===== src/rtl/hz_pkg.sv =====
package hz_pkg;
    localparam int REG_W   = 32;
    localparam int IDX_W   = $clog2(REG_W);
    localparam int MOD_D   = 2;
    localparam int LD_D    = 3;
    localparam int PEN_W   = 2;
    localparam int STALL_W = 4;
    localparam int NCAUSE  = 8;

    localparam logic [IDX_W-1:0] JMP_MARK = IDX_W'(16);
    localparam logic [IDX_W-1:0] MWR_MARK = IDX_W'(20);
    localparam int               MOF_BIT  = 23;

    localparam int C_LOADUSE = 0;
    localparam int C_MEMRAW  = 1;
    localparam int C_ADDR    = 2;
    localparam int C_MUL     = 3;
    localparam int C_JSRC    = 4;
    localparam int C_JTGT    = 5;
    localparam int C_LINE    = 6;
    localparam int C_STSRC   = 7;

    typedef logic [REG_W-1:0] regmask_t;
    typedef logic [PEN_W-1:0] pen_t;

    typedef enum logic [3:0] {
        OP_EXEC  = 4'd0,
        OP_MEMRD = 4'd1,
        OP_MEMWR = 4'd2,
        OP_MUL   = 4'd3,
        OP_JMPR  = 4'd4,
        OP_IMM16 = 4'd5,
        OP_IMM32 = 4'd6,
        OP_LDM   = 4'd7,
        OP_STM   = 4'd8
    } op_class_e;

    typedef enum logic {
        ST_READY = 1'b0,
        ST_STALL = 1'b1
    } st_e;
endpackage


===== src/rtl/hz_history.sv =====
module hz_history
    import hz_pkg::*;
(
    input  logic     clk,
    input  logic     rst,
    input  logic     shift_en,
    input  regmask_t mod_in,
    input  regmask_t ld_in,
    output regmask_t mod_q [MOD_D],
    output regmask_t ld_q  [LD_D]
);
    for (genvar s = 0; s < MOD_D; s++) begin : g_mod
        if (s == 0) begin : g_head
            always_ff @(posedge clk) begin
                if (rst)           mod_q[s] <= '0;
                else if (shift_en) mod_q[s] <= mod_in;
            end
        end else begin : g_tail
            always_ff @(posedge clk) begin
                if (rst)           mod_q[s] <= '0;
                else if (shift_en) mod_q[s] <= mod_q[s-1];
            end
        end
    end

    for (genvar s = 0; s < LD_D; s++) begin : g_ld
        if (s == 0) begin : g_head
            always_ff @(posedge clk) begin
                if (rst)           ld_q[s] <= '0;
                else if (shift_en) ld_q[s] <= ld_in;
            end
        end else begin : g_tail
            always_ff @(posedge clk) begin
                if (rst)           ld_q[s] <= '0;
                else if (shift_en) ld_q[s] <= ld_q[s-1];
            end
        end
    end
endmodule


===== src/rtl/hz_penalty.sv =====
module hz_penalty
    import hz_pkg::*;
#(
    parameter int ADDR_W    = 32,
    parameter int LINE_LOG2 = 5,
    parameter int XFER_W    = 4
) (
    input  op_class_e                 cls,
    input  logic [IDX_W-1:0]          src_idx,
    input  logic                      src_vld,
    input  logic [IDX_W-1:0]          opb_idx,
    input  logic                      opb_vld,
    input  logic [LINE_LOG2-2:0]      pc_hw,
    input  logic [ADDR_W-1:0]         xfer_base,
    input  logic [XFER_W-1:0]         xfer_last,
    input  regmask_t                  mod_q [MOD_D],
    input  regmask_t                  ld_q  [LD_D],
    output logic [NCAUSE-1:0][PEN_W-1:0] pen,
    output regmask_t                  mv_mask
);
    localparam int LINE_W = ADDR_W - LINE_LOG2;

    pen_t              lu_s, lu_o;
    logic [ADDR_W-1:0] end_addr;
    logic [LINE_W-1:0] span;
    logic              is_xfer;

    always_comb begin
        for (int i = 0; i < REG_W; i++)
            mv_mask[i] = (i <= int'(xfer_last));
    end

    // load-use age scan: oldest first so the youngest hit wins
    always_comb begin
        lu_s = '0;
        lu_o = '0;
        for (int a = LD_D - 1; a >= 0; a--) begin
            if (src_vld && ld_q[a][src_idx]) lu_s = pen_t'(LD_D - a);
            if (opb_vld && ld_q[a][opb_idx]) lu_o = pen_t'(LD_D - a);
        end
    end

    always_comb begin
        end_addr = xfer_base + {{(ADDR_W-XFER_W-2){1'b0}}, xfer_last, 2'b11};
        span     = end_addr[ADDR_W-1:LINE_LOG2] - xfer_base[ADDR_W-1:LINE_LOG2];
        is_xfer  = (cls == OP_LDM) || (cls == OP_STM);
    end

    always_comb begin
        pen = '0;
        pen[C_LOADUSE] = (lu_s > lu_o) ? lu_s : lu_o;

        if (cls == OP_MEMRD && (mod_q[0][MWR_MARK] || mod_q[1][MWR_MARK]))
            pen[C_MEMRAW] = pen_t'(2);

        if ((cls == OP_MEMRD || cls == OP_MEMWR) && src_vld && mod_q[0][src_idx])
            pen[C_ADDR] = pen_t'(1);

        if (cls == OP_MUL && ((src_vld && mod_q[0][src_idx]) ||
                              (opb_vld && mod_q[0][opb_idx])))
            pen[C_MUL] = pen_t'(1);

        if (cls == OP_JMPR && src_vld) begin
            if (mod_q[0][src_idx])      pen[C_JSRC] = pen_t'(2);
            else if (mod_q[1][src_idx]) pen[C_JSRC] = pen_t'(1);
        end

        if (mod_q[0][JMP_MARK] &&
            ((cls == OP_IMM16 && pc_hw == '1) ||
             (cls == OP_IMM32 && pc_hw == ('1 - 1'b1))))
            pen[C_JTGT] = pen_t'(1);

        if (is_xfer)
            pen[C_LINE] = (|span[LINE_W-1:PEN_W]) ? '1 : span[PEN_W-1:0];

        if (cls == OP_STM) begin
            if ((mod_q[0] & mv_mask) != '0)      pen[C_STSRC] = pen_t'(2);
            else if ((mod_q[1] & mv_mask) != '0) pen[C_STSRC] = pen_t'(1);
        end
    end
endmodule


===== src/rtl/hz_cause_ctr.sv =====
module hz_cause_ctr
    import hz_pkg::*;
#(
    parameter int CNT_W = 16
) (
    input  logic                         clk,
    input  logic                         rst,
    input  logic                         inc_en,
    input  logic [NCAUSE-1:0][PEN_W-1:0] pen,
    output logic [NCAUSE*CNT_W-1:0]      cnt_flat
);
    for (genvar c = 0; c < NCAUSE; c++) begin : g_ctr
        always_ff @(posedge clk) begin
            if (rst)
                cnt_flat[c*CNT_W +: CNT_W] <= '0;
            else if (inc_en)
                cnt_flat[c*CNT_W +: CNT_W] <= cnt_flat[c*CNT_W +: CNT_W] + CNT_W'(pen[c]);
        end
    end
endmodule


===== src/rtl/hz_scoreboard.sv =====
module hz_scoreboard
    import hz_pkg::*;
#(
    parameter int ADDR_W    = 32,
    parameter int LINE_LOG2 = 5,
    parameter int XFER_W    = 4,
    parameter int CNT_W     = 16
) (
    input  logic                      clk,
    input  logic                      rst,
    input  logic                      issue_vld,
    input  logic [3:0]                op_class,
    input  logic [IDX_W-1:0]          src_idx,
    input  logic                      src_vld,
    input  logic [IDX_W-1:0]          opb_idx,
    input  logic                      opb_vld,
    input  logic [IDX_W-1:0]          wr_idx,
    input  logic                      wr_vld,
    input  logic [LINE_LOG2-2:0]      pc_hw,
    input  logic [ADDR_W-1:0]         xfer_base,
    input  logic [XFER_W-1:0]         xfer_last,
    output logic                      stall_vld,
    output logic [STALL_W-1:0]        stall_cnt,
    output logic                      busy,
    output logic [NCAUSE*CNT_W-1:0]   cause_cnt
);
    op_class_e                    cls;
    st_e                          state_q, state_d;
    logic [STALL_W-1:0]           rem_q, total;
    regmask_t                     held_mod_q, held_ld_q;
    regmask_t                     own_mod, own_ld, mv_mask;
    regmask_t                     mod_in, ld_in;
    regmask_t                     mod_q [MOD_D];
    regmask_t                     ld_q  [LD_D];
    logic [NCAUSE-1:0][PEN_W-1:0] pen;
    logic                         accept, shift_en;

    assign cls    = op_class_e'(op_class);
    assign accept = issue_vld && (state_q == ST_READY);
    assign busy   = (state_q == ST_STALL);

    hz_penalty #(.ADDR_W(ADDR_W), .LINE_LOG2(LINE_LOG2), .XFER_W(XFER_W)) i_pen (
        .cls(cls), .src_idx(src_idx), .src_vld(src_vld),
        .opb_idx(opb_idx), .opb_vld(opb_vld), .pc_hw(pc_hw),
        .xfer_base(xfer_base), .xfer_last(xfer_last),
        .mod_q(mod_q), .ld_q(ld_q), .pen(pen), .mv_mask(mv_mask)
    );

    always_comb begin
        total = '0;
        for (int c = 0; c < NCAUSE; c++)
            total = total + STALL_W'(pen[c]);
    end

    // mask this instruction leaves behind; marker slots are never set by a plain write
    always_comb begin
        own_mod = '0;
        if (wr_vld && wr_idx != JMP_MARK && wr_idx != MWR_MARK)
            own_mod[wr_idx] = 1'b1;
        case (cls)
            OP_MEMWR: own_mod[MWR_MARK] = 1'b1;
            OP_MUL:   own_mod[MOF_BIT]  = 1'b1;
            OP_JMPR:  own_mod[JMP_MARK] = 1'b1;
            OP_LDM:   own_mod = own_mod | mv_mask;
            default:  ;
        endcase
        own_ld = (cls == OP_LDM) ? mv_mask : '0;
    end

    // next-state logic
    always_comb begin
        state_d = state_q;
        unique case (state_q)
            ST_READY: if (accept && total != '0) state_d = ST_STALL;
            ST_STALL: if (rem_q == '0)           state_d = ST_READY;
            default:  state_d = ST_READY;
        endcase
    end

    // history feed: bubbles push empty slots, own mask follows the last one
    always_comb begin
        shift_en = accept || busy;
        mod_in   = '0;
        ld_in    = '0;
        if (busy) begin
            if (rem_q == '0) begin
                mod_in = held_mod_q;
                ld_in  = held_ld_q;
            end
        end else if (total == '0) begin
            mod_in = own_mod;
            ld_in  = own_ld;
        end
    end

    // state register
    always_ff @(posedge clk) begin
        if (rst) begin
            state_q    <= ST_READY;
            rem_q      <= '0;
            held_mod_q <= '0;
            held_ld_q  <= '0;
        end else begin
            state_q <= state_d;
            if (accept) begin
                rem_q      <= total - 1'b1;
                held_mod_q <= own_mod;
                held_ld_q  <= own_ld;
            end else if (busy && rem_q != '0) begin
                rem_q <= rem_q - 1'b1;
            end
        end
    end

    // outputs
    always_ff @(posedge clk) begin
        if (rst) begin
            stall_vld <= 1'b0;
            stall_cnt <= '0;
        end else begin
            stall_vld <= accept;
            if (accept) stall_cnt <= total;
        end
    end

    hz_history i_hist (
        .clk(clk), .rst(rst), .shift_en(shift_en),
        .mod_in(mod_in), .ld_in(ld_in), .mod_q(mod_q), .ld_q(ld_q)
    );

    hz_cause_ctr #(.CNT_W(CNT_W)) i_ctr (
        .clk(clk), .rst(rst), .inc_en(accept), .pen(pen), .cnt_flat(cause_cnt)
    );
endmodule


===== config.mk =====
export PLATFORM = sky130hd
export DESIGN_NAME = hz_scoreboard
export DESIGN_NICKNAME = d
export VERILOG_FILES = /design/src/rtl/hz_pkg.sv /design/src/rtl/hz_history.sv /design/src/rtl/hz_penalty.sv /design/src/rtl/hz_cause_ctr.sv /design/src/rtl/hz_scoreboard.sv
export SDC_FILE = /design/constraint.sdc
export NUM_CORES = 1
export LEC_CHECK = 0
export ABC_AREA = 1
export BUFFER_PORTS_ARGS = -buffer_cell sky130_fd_sc_hd__clkbuf_2
export CAP_MARGIN = 20
export CORE_ASPECT_RATIO = 2
export CORE_MARGIN = 3
export CORE_UTILIZATION = 60
export CTS_CLUSTER_DIAMETER = 40
export CTS_CLUSTER_SIZE = 28
export DETAILED_ROUTE_END_ITERATION = 16
export PLACE_DENSITY = 0.8
export SETUP_SLACK_MARGIN = 0.4
export SYNTH_ARGS = -nofsm -noshare
export SYNTH_HDL_FRONTEND = slang
export SYNTH_HIERARCHICAL = 1
export SYNTH_SLANG_ARGS = --single-unit

===== constraint.sdc =====
create_clock -name clk -period 9.1 [get_ports clk]
set_input_delay 0.91 -clock clk [delete_from_list [all_inputs] [get_ports clk]]
set_output_delay 0.91 -clock clk [all_outputs]
set_load 0.1 [all_outputs]

# Word level (Yosys, flattened, before mapping)
# Cells that the tools add are included.
[totals]
in_bits = 65
register_bits = 362
output_inout_bits = 134
wordCells = 169
[classes]
reduce_logical = 36
addsub = 19
order_cmp = 20
mux = 59
bitwise = 4
n_eq_ne = 12
[op_table]
columns = ["op", "n"]
rows = [
  ["$mux 32", 6],
  ["$add 16x2->16", 5],
  ["$and 32x16->32", 2],
  ["$reduce_bool 32->1", 2],
  ["$add 16x1->16", 3],
  ["$mux 16", 3],
  ["$bmux 1 s5", 9],
  ["$add 32x6->32", 1],
  ["$le 4x4->1 const A", 8],
  ["$or 32x16->32", 1],
  ["$sub 27x27->27", 1],
  ["$mux 2", 13],
  ["$reduce_or 25->1", 1],
  ["$logic_and 1x1->1", 22],
  ["$add 4x2->4", 5],
  ["$mux 1", 19],
  ["$lt 5x6->1 const B", 3],
  ["$eq 4x3->1 const B", 4],
  ["$le 3x4->1 const A", 4],
  ["$eq 4x4->1 const B", 3],
  ["$ne 5x5->1 const B", 2],
  ["$eq 4x2->1 const B", 2],
  ["$le 2x4->1 const A", 2],
  ["$logic_not 4->1", 2],
  ["other kinds (16)", 27],
]

# Logic depth before layout (Yosys ltp)
# Gate-level depths: netlist (run 1).
[depth]
word_depth = 19
depth_mapped = 47
mapped_depth_nobuf = 46

# By module
# Netlist (run 1), hierarchy kept.
[by_module_without_submodules]
columns = ["mod", "area_each_um2", "n_inst", "cells_per_inst", "seq_area_each_um2"]
rows = [
  ["hz_cause_ctr", 6847.8, 1, 1040, 2562.5],
  ["hz_history", 6595.1, 1, 1014, 3203.1],
  ["hz_penalty", 6372.4, 1, 1303, 0.0],
  ["hz_scoreboard", 4309.1, 1, 575, 1481.4],
]

# Least setup slack after synthesis (run 1)
# No wires, ideal clock.
[synth_timing]
path_type = "input to register"
startpoint = "in xfer_base[5]"
endpoint = "reg i_hist/mod_q[60] (netlist name)"
arrival_time_ns = 7.217
stages = 41
required_time_ns = 9.036
slack_ns = 1.819
path_buffers = 1
setup_ns = 0.064
cell_sequence = "ha_1 nand2_1 nor2_1 nand2_1 nand2_4 nand2_1 inv_1 nand2_1 nor4_2 ha_1 xnor2_1 nor2_1 inv_1 nor2_1 a21oi_1 nand3_1 nand2_1 nand2_1 [... 5 more ...] inv_1 fa_1 inv_1 fa_1 fa_1 inv_1 fa_1 ha_1 fa_1 or3_4 nor2_4 nand2_4 buf_6 o21ai_2 inv_1 nand2_1 nand2_1 nor2_1"
[synth_rtl]
columns = ["element", "line_no", "text"]
rows = [
  ["from (decl)", "hz_scoreboard.sv:20", "input logic [ADDR_W-1:0] xfer_base,"],
  ["to (signal, indexed assignment)", "hz_history.sv:16", "else if (shift_en) mod_q[s] <= mod_in;"],
  ["to (decl)", "hz_history.sv:9", "output regmask_t mod_q [MOD_D],"],
]

==> results_dict.tcl, run 1 <==
set metrics [dict create \
    slowest_delay_ps 540 \
    io-pin-count 199 \
    synth_edf_count 0 \
    cts_buffer_depth 3 \
    crit_arrival_ps 8830 \
    die_y_um 290 \
    clock_latency_ps 620 \
    synth_cells 3932 \
    p_seq_share_pct 40.0 \
    ys_types 56 \
    crit_path_frequent_cell "nand2_1" \
    fin_tns_setup_ps 0 \
    p_int_mw 2.91 \
    initial_core_util_pct 61.0 \
    cellLeakagePower_nw 12.3 \
    async_flop_share_pct 0 \
    ir_drop_mv 0.184 \
    root_buffer "clkbuf_16" \
    layout_worst_path_cycle_share_pct 91.3 \
    switching_power_mw 1.96 \
    path_max_fanout 62 \
    firstDrtPassIters 8 \
    routedWlPerCell_um 16.9 \
    skew_ps 44.1 \
    yosys.area.top_type "dfxtp_1" \
    min-delay-path-class "flop to flop" \
    num_vias 25600 \
    relSlewSlack_pct 13.6 \
    end_kind "flop" \
    netlist.area_leader.share_pct 30.0 \
    drive_gt1_share_pct 10.6 \
    area_growth_pct 8.99 \
    grt_pass1_wl_mm 122 \
    path_buf_inv 7 \
    crit_type "input port to flop" \
    clkPwrFrac_pct 29.4 \
    antenna_left 0 \
    required_ps 9620 \
    grt_pass1_vias 24200 \
    worstMarginPinSlew_ps 1290 \
    drtIter0Drc 1859 \
    timing.rr.start "i_hist/ld_q[42]" \
    period_minus_slack_ps 8310 \
    slowest_stage "fa_1" \
    start_kind "input port" \
    status "completed" \
    via_per_inst 5.58 \
    holdBufCountCts 0 \
    die-width_um 148 \
    ys_ff_latch 362 \
    crit_family "adder cells" \
    synthTopCellsByArea "dfxtp_1, nand2_1, nor2_1, inv_1, o21ai_0" \
    power_switching_share_pct 40.2 \
    cts_buffers 31 \
    numPortBuffers 197 \
    netlist_area_um2 24100 \
    ys.flop_type "dfxtp_1" \
    yosysSeqAreaShare_pct 30.0 \
    grt_max_degree 248 \
    grt_usage_pct 35.4 \
    grt_setup_unrepaired "false" \
    antenna_found_initial 6 \
    fmax_mhz 120 \
    num_rows 103 \
    place_congestion 1.03 \
    drc_errors 0 \
    hold_violations 0 \
    cellPowerDensity_nw_per_um2 185 \
    clock-sinks 362 \
    hp-start "i_hist/mod_q[30]" \
    clkTransAtPathRegs_ps 70 \
    htreeDepth 1 \
    syn_avg_cell_area_um2 6.14 \
    wl_mm 77.3 \
    overflow 0 \
    fillers 3818 \
    ys_warn_count 6 \
    cts_tree "done" \
    slew_viol_final 0 \
    cap_violations 0 \
    p_total_mw 4.87 \
    crit_path_start "xfer_last[2]" \
    hpwlAfterDp_mm 54.8 \
    final_nets 4163 \
    setup_viol 0 \
    p_comb_share_pct 30.6 \
    core-area_um2 39600 \
    fp.dieArea_um2 42800 \
]
tightest hold or removal path, stage by stage, from the launching register on:
cell and delay (ps):
dfxtp_1 310, nor2_1 80, nor2_1 50
layout by cell type, fill, tap and decap left out, types with 9 or more instances in the layout:
master       n
nor2_4      16
nand2_2     12
clkbuf_2   197
o21ai_0    261
o21ai_2     60
inv_1      515
conb_1      21
nor2_2      17
nor2_1     746
fa_1        19
o21a_1      26
nand2_1    996
o22ai_1     14
nand4_1     41
buf_4       31
a21oi_1    155
xnor2_1     17
nor3_1      20
nand3b_1     9
nand3_1    246
ha_1        52
dfxtp_1    362
o221ai_1    47
o21bai_1    13
clkbuf_16   31
power by group through the flow:
| stage | Sequential, mW | Combinational, mW | Clock (mW) |
|---|---|---|---|
| 2_1_floorplan | 2.08 | 1.04 | 0 |
| 5_1_grt | 1.97 | 1.66 | 1.50 |
| 3_5_place_dp | 1.97 | 1.45 | 0 |
| 6_report | 1.95 | 1.49 | 1.43 |
| 3_3_place_gp | 1.97 | 1.43 | 0 |
| 4_1_cts | 1.94 | 1.46 | 1.45 |
state kept, by name, summed over array words and instances, names as in the netlist:
name            cells
held_ld_q          32
i_hist/mod_q       64
busy                1
i_ctr/cnt_flat    128
held_mod_q         32
stall_vld           1
i_hist/ld_q        96
rem_q               4
stall_cnt           4
area by class of cell:
class | instances | area, um^2 | area share (%)
clock buffers | 36 | 805 | 3.06
repair buffers | 232 | 1280 | 4.88
well taps | 525 | 657 | 2.50
clock inverters | 16 | 283 | 1.08
multi-input cells | 2868 | 14000 | 53.2
diodes | 7 | 17.5 | 0.0666
inverters | 532 | 2010 | 7.63
flip-flops and latches | 362 | 7250 | 27.6
synth_stat cells, types with 41 or more instances:
master       n
dfxtp_1    362
inv_1      518
nor2_1     747
o21ai_0    262
nand2_1   1001
o21ai_2     60
o221ai_1    47
buf_2       44
ha_1        52
clkbuf_1    76
nand4_1     41
a21oi_1    155
nand3_1    249
buf_4       42
cell families after synthesis:
family,Yosys count,share of synthesized area (%)
simple gates,2132,36.4
buf+inv,721,12.9
compound gates,614,15.3
flops,362,30.0
fa+ha+maj,71,4.27
xor+xnor,30,1.09
other cells,2,0.0311
stage by stage:
| step | cell area [um^2] | utilization, % | hold WS (ps) | cells | setup WS [ps] |
|---|---|---|---|---|---|
| CTS | 26100 | 66.0 | 470 | 4567 | 851 |
| finish | 26300 | 66.5 | 471 | 4578 | 791 |
| floorplan | 24200 | - | 444 | 3951 | 1820 |
| detailed placement | 25000 | 63.2 | 461 | 4515 | 234 |
| global route | 26300 | 66.5 | 492 | 4577 | 372 |
| global placement | 25000 | 63.2 | 451 | 4515 | 398 |
repair_timing:
action,CTS,global route
buffers inserted,0,3
endpoints found under the hold margin,0,0
gates resized for setup,0,27
setup endpoints to repair,0,48
final timing paths:
check | end | cells after the start | slack [ps]
max | i_hist/mod_q[48] | 40 | 790
min | i_hist/mod_q[30] | 2 | 470
min reg2reg | i_hist/mod_q[30] | 2 | 470
max reg2reg | i_hist/mod_q[48] | 32 | 2460
per-layer routing:
metal / global-route usage [%] / part of all wire [%]
met5: 0 / 0
met4: 31.4 / 10
met3: 8.49 / 7.2
met2: 63.4 / 50
met1: 33.0 / 33
Note: power is estimated with default switching activity, not from simulation.
==> run 2, diff against run 1 <==
--- a/config.mk
+++ b/config.mk
@@ -9,8 +9,9 @@
 export BUFFER_PORTS_ARGS = -buffer_cell sky130_fd_sc_hd__clkbuf_2
 export CAP_MARGIN = 20
 export CORE_ASPECT_RATIO = 2
-export CORE_MARGIN = 3
+export CORE_MARGIN = 8
 export CORE_UTILIZATION = 60
+export CTS_BUF_LIST = sky130_fd_sc_hd__clkbuf_16
 export CTS_CLUSTER_DIAMETER = 40
 export CTS_CLUSTER_SIZE = 28
 export DETAILED_ROUTE_END_ITERATION = 16
==> results_dict.tcl, run 2 (synthesized netlist as in run 1, its figures left out) <==
set metrics [dict create \
    grt_pass1_wl_mm 112 \
    fmax_mhz 122 \
    critPathCapture "i_hist/ld_q[79]" \
    insertedDiodeCount 0 \
    slowest_stage "fa_1" \
    die_y_um 300 \
    final_nets 4166 \
    setup_viol 0 \
    layout_commonest_cell "nand2_1" \
    crit_type "input port to flop" \
    reg2reg_depth 32 \
    slew_viol_final 0 \
    top_register "i_ctr/cnt_flat" \
    via_per_inst 5.41 \
    regToRegSetupSlack_ps 2470 \
    place_congestion 0.952 \
    grt_max_degree 113 \
    initial_core_util_pct 60.4 \
    antenna_found_initial 0 \
    drc_errors 0 \
    relSlewSlack_pct 28.3 \
    cts_buffers 40 \
    layout_worst_path_cycle_share_pct 90.4 \
    antenna_left 0 \
    period_minus_slack_ps 8230 \
    status "completed" \
    cap_violations 0 \
    cellPowerDensity_nw_per_um2 189 \
    hold_violations 0 \
    hpwlAfterDp_mm 48.3 \
    grt_pass1_vias 22500 \
    timing.rr.start "i_hist/ld_q[40]" \
    path_max_fanout 28 \
    cellLeakagePower_nw 12.3 \
    end_kind "flop" \
    fp.dieArea_um2 47300 \
    ir_drop_mv 0.230 \
    final_cell_mix "nand2_1, nor2_1, inv_1" \
    firstDrtPassIters 6 \
    start_kind "input port" \
    reg_top3 "i_ctr/cnt_flat: 128 flops, i_hist/ld_q: 96 flops, i_hist/mod_q: 64 flops" \
    htreeDepth 2 \
    num_rows 104 \
    crit_path_frequent_cell "nand2_1" \
    io-pin-count 199 \
    fin_tns_setup_ps 0 \
    core-area_um2 39900 \
    skew_ps 18.3 \
    cts_buffer_depth 3 \
    post_cts_resized 0 \
    grt_setup_unrepaired "false" \
    holdBufCountCts 0 \
    clock-sinks 362 \
    numPortBuffers 197 \
    wl_mm 69.1 \
    root_buffer "clkbuf_16" \
    r2r_end "i_hist/ld_q[79]" \
    min-delay-path-class "flop to flop" \
    num_vias 24800 \
    required_ps 9580 \
    post-cts-setup-buffers 0 \
    place_inst 4517 \
    overflow 0 \
    largest_reg_flops 128 \
    area_growth_pct 9.20 \
    crit_arrival_ps 8710 \
    slowest_delay_ps 550 \
    die-width_um 158 \
    drive_gt1_share_pct 10.5 \
    routedWlPerCell_um 15.1 \
    cts_tree "done" \
    clock_latency_ps 550 \
    crit_path_start "xfer_base[5]" \
    final_cells 4591 \
    clkTransAtPathRegs_ps 60 \
    drtIter0Drc 2195 \
    worstMarginPinSlew_ps 1080 \
    grt_usage_pct 28.7 \
]
## run 2: how the worst min path moves through the flow
stage	cells past startpoint	start	to	slack, ps
3_5_place_dp	2	i_hist/mod_q[21]	i_hist/mod_q[21]	460
2_1_floorplan	2	i_hist/mod_q[18]	i_hist/mod_q[18]	440
4_1_cts	2	i_hist/mod_q[21]	i_hist/mod_q[21]	470
5_1_grt	2	i_hist/mod_q[30]	i_hist/mod_q[30]	490
6_report	2	stall_cnt[2]	stall_cnt[2]	470
3_3_place_gp	2	stall_cnt[1]	stall_cnt[1]	450
## run 2: critical path: cells and delay by family
kind	cells	cell delay, ps
buf+inv	10	910
xor+xnor	1	190
simple gates	24	2980
fa+ha+maj	8	3260
compound gates	2	420
## run 2: layer usage
| layer | part of all wire, % | vias to the layer above | global-route usage, % |
|---|---|---|---|
| met2 | 46 | 936 | 46.5 |
| li1 | - | 12600 | - |
| met1 | 43 | 11100 | 38.0 |
| met3 | 7.8 | 159 | 3.39 |
| met4 | 3.5 | 0 | 10.9 |
| met5 | 0 | - | 0 |
## run 2: area by class of cell
type / instances / area, um^2
Multi-Input combinational cell: 2868 / 13900
Fill cell: 3747 / 13600
Sequential cell: 362 / 7250
Inverter: 532 / 2000
Timing Repair Buffer: 226 / 1240
Clock buffer: 41 / 1030
Tap cell: 530 / 663
Clock inverter: 32 / 246
## run 2: power breakdown
part | total [mW] | internal [mW] | switching, mW
combinational | 1.47 | 0.429 | 1.04
clock | 1.58 | 0.873 | 0.709
sequential | 1.93 | 1.77 | 0.160
## run 2: per-stage QoR
stage          hold slack [ps]  instance area (um^2)  utilization (%)  power [mW]  setup slack (ps)
2_1_floorplan              444                 24200                -        3.13              1820
3_3_place_gp               452                 25000             62.5        3.36               368
3_5_place_dp               460                 25000             62.5        3.39               217
4_1_cts                    469                 26300             65.7        4.98               729
5_1_grt                    495                 26300             65.9        5.27               395
6_report                   469                 26300             65.9        4.98               873
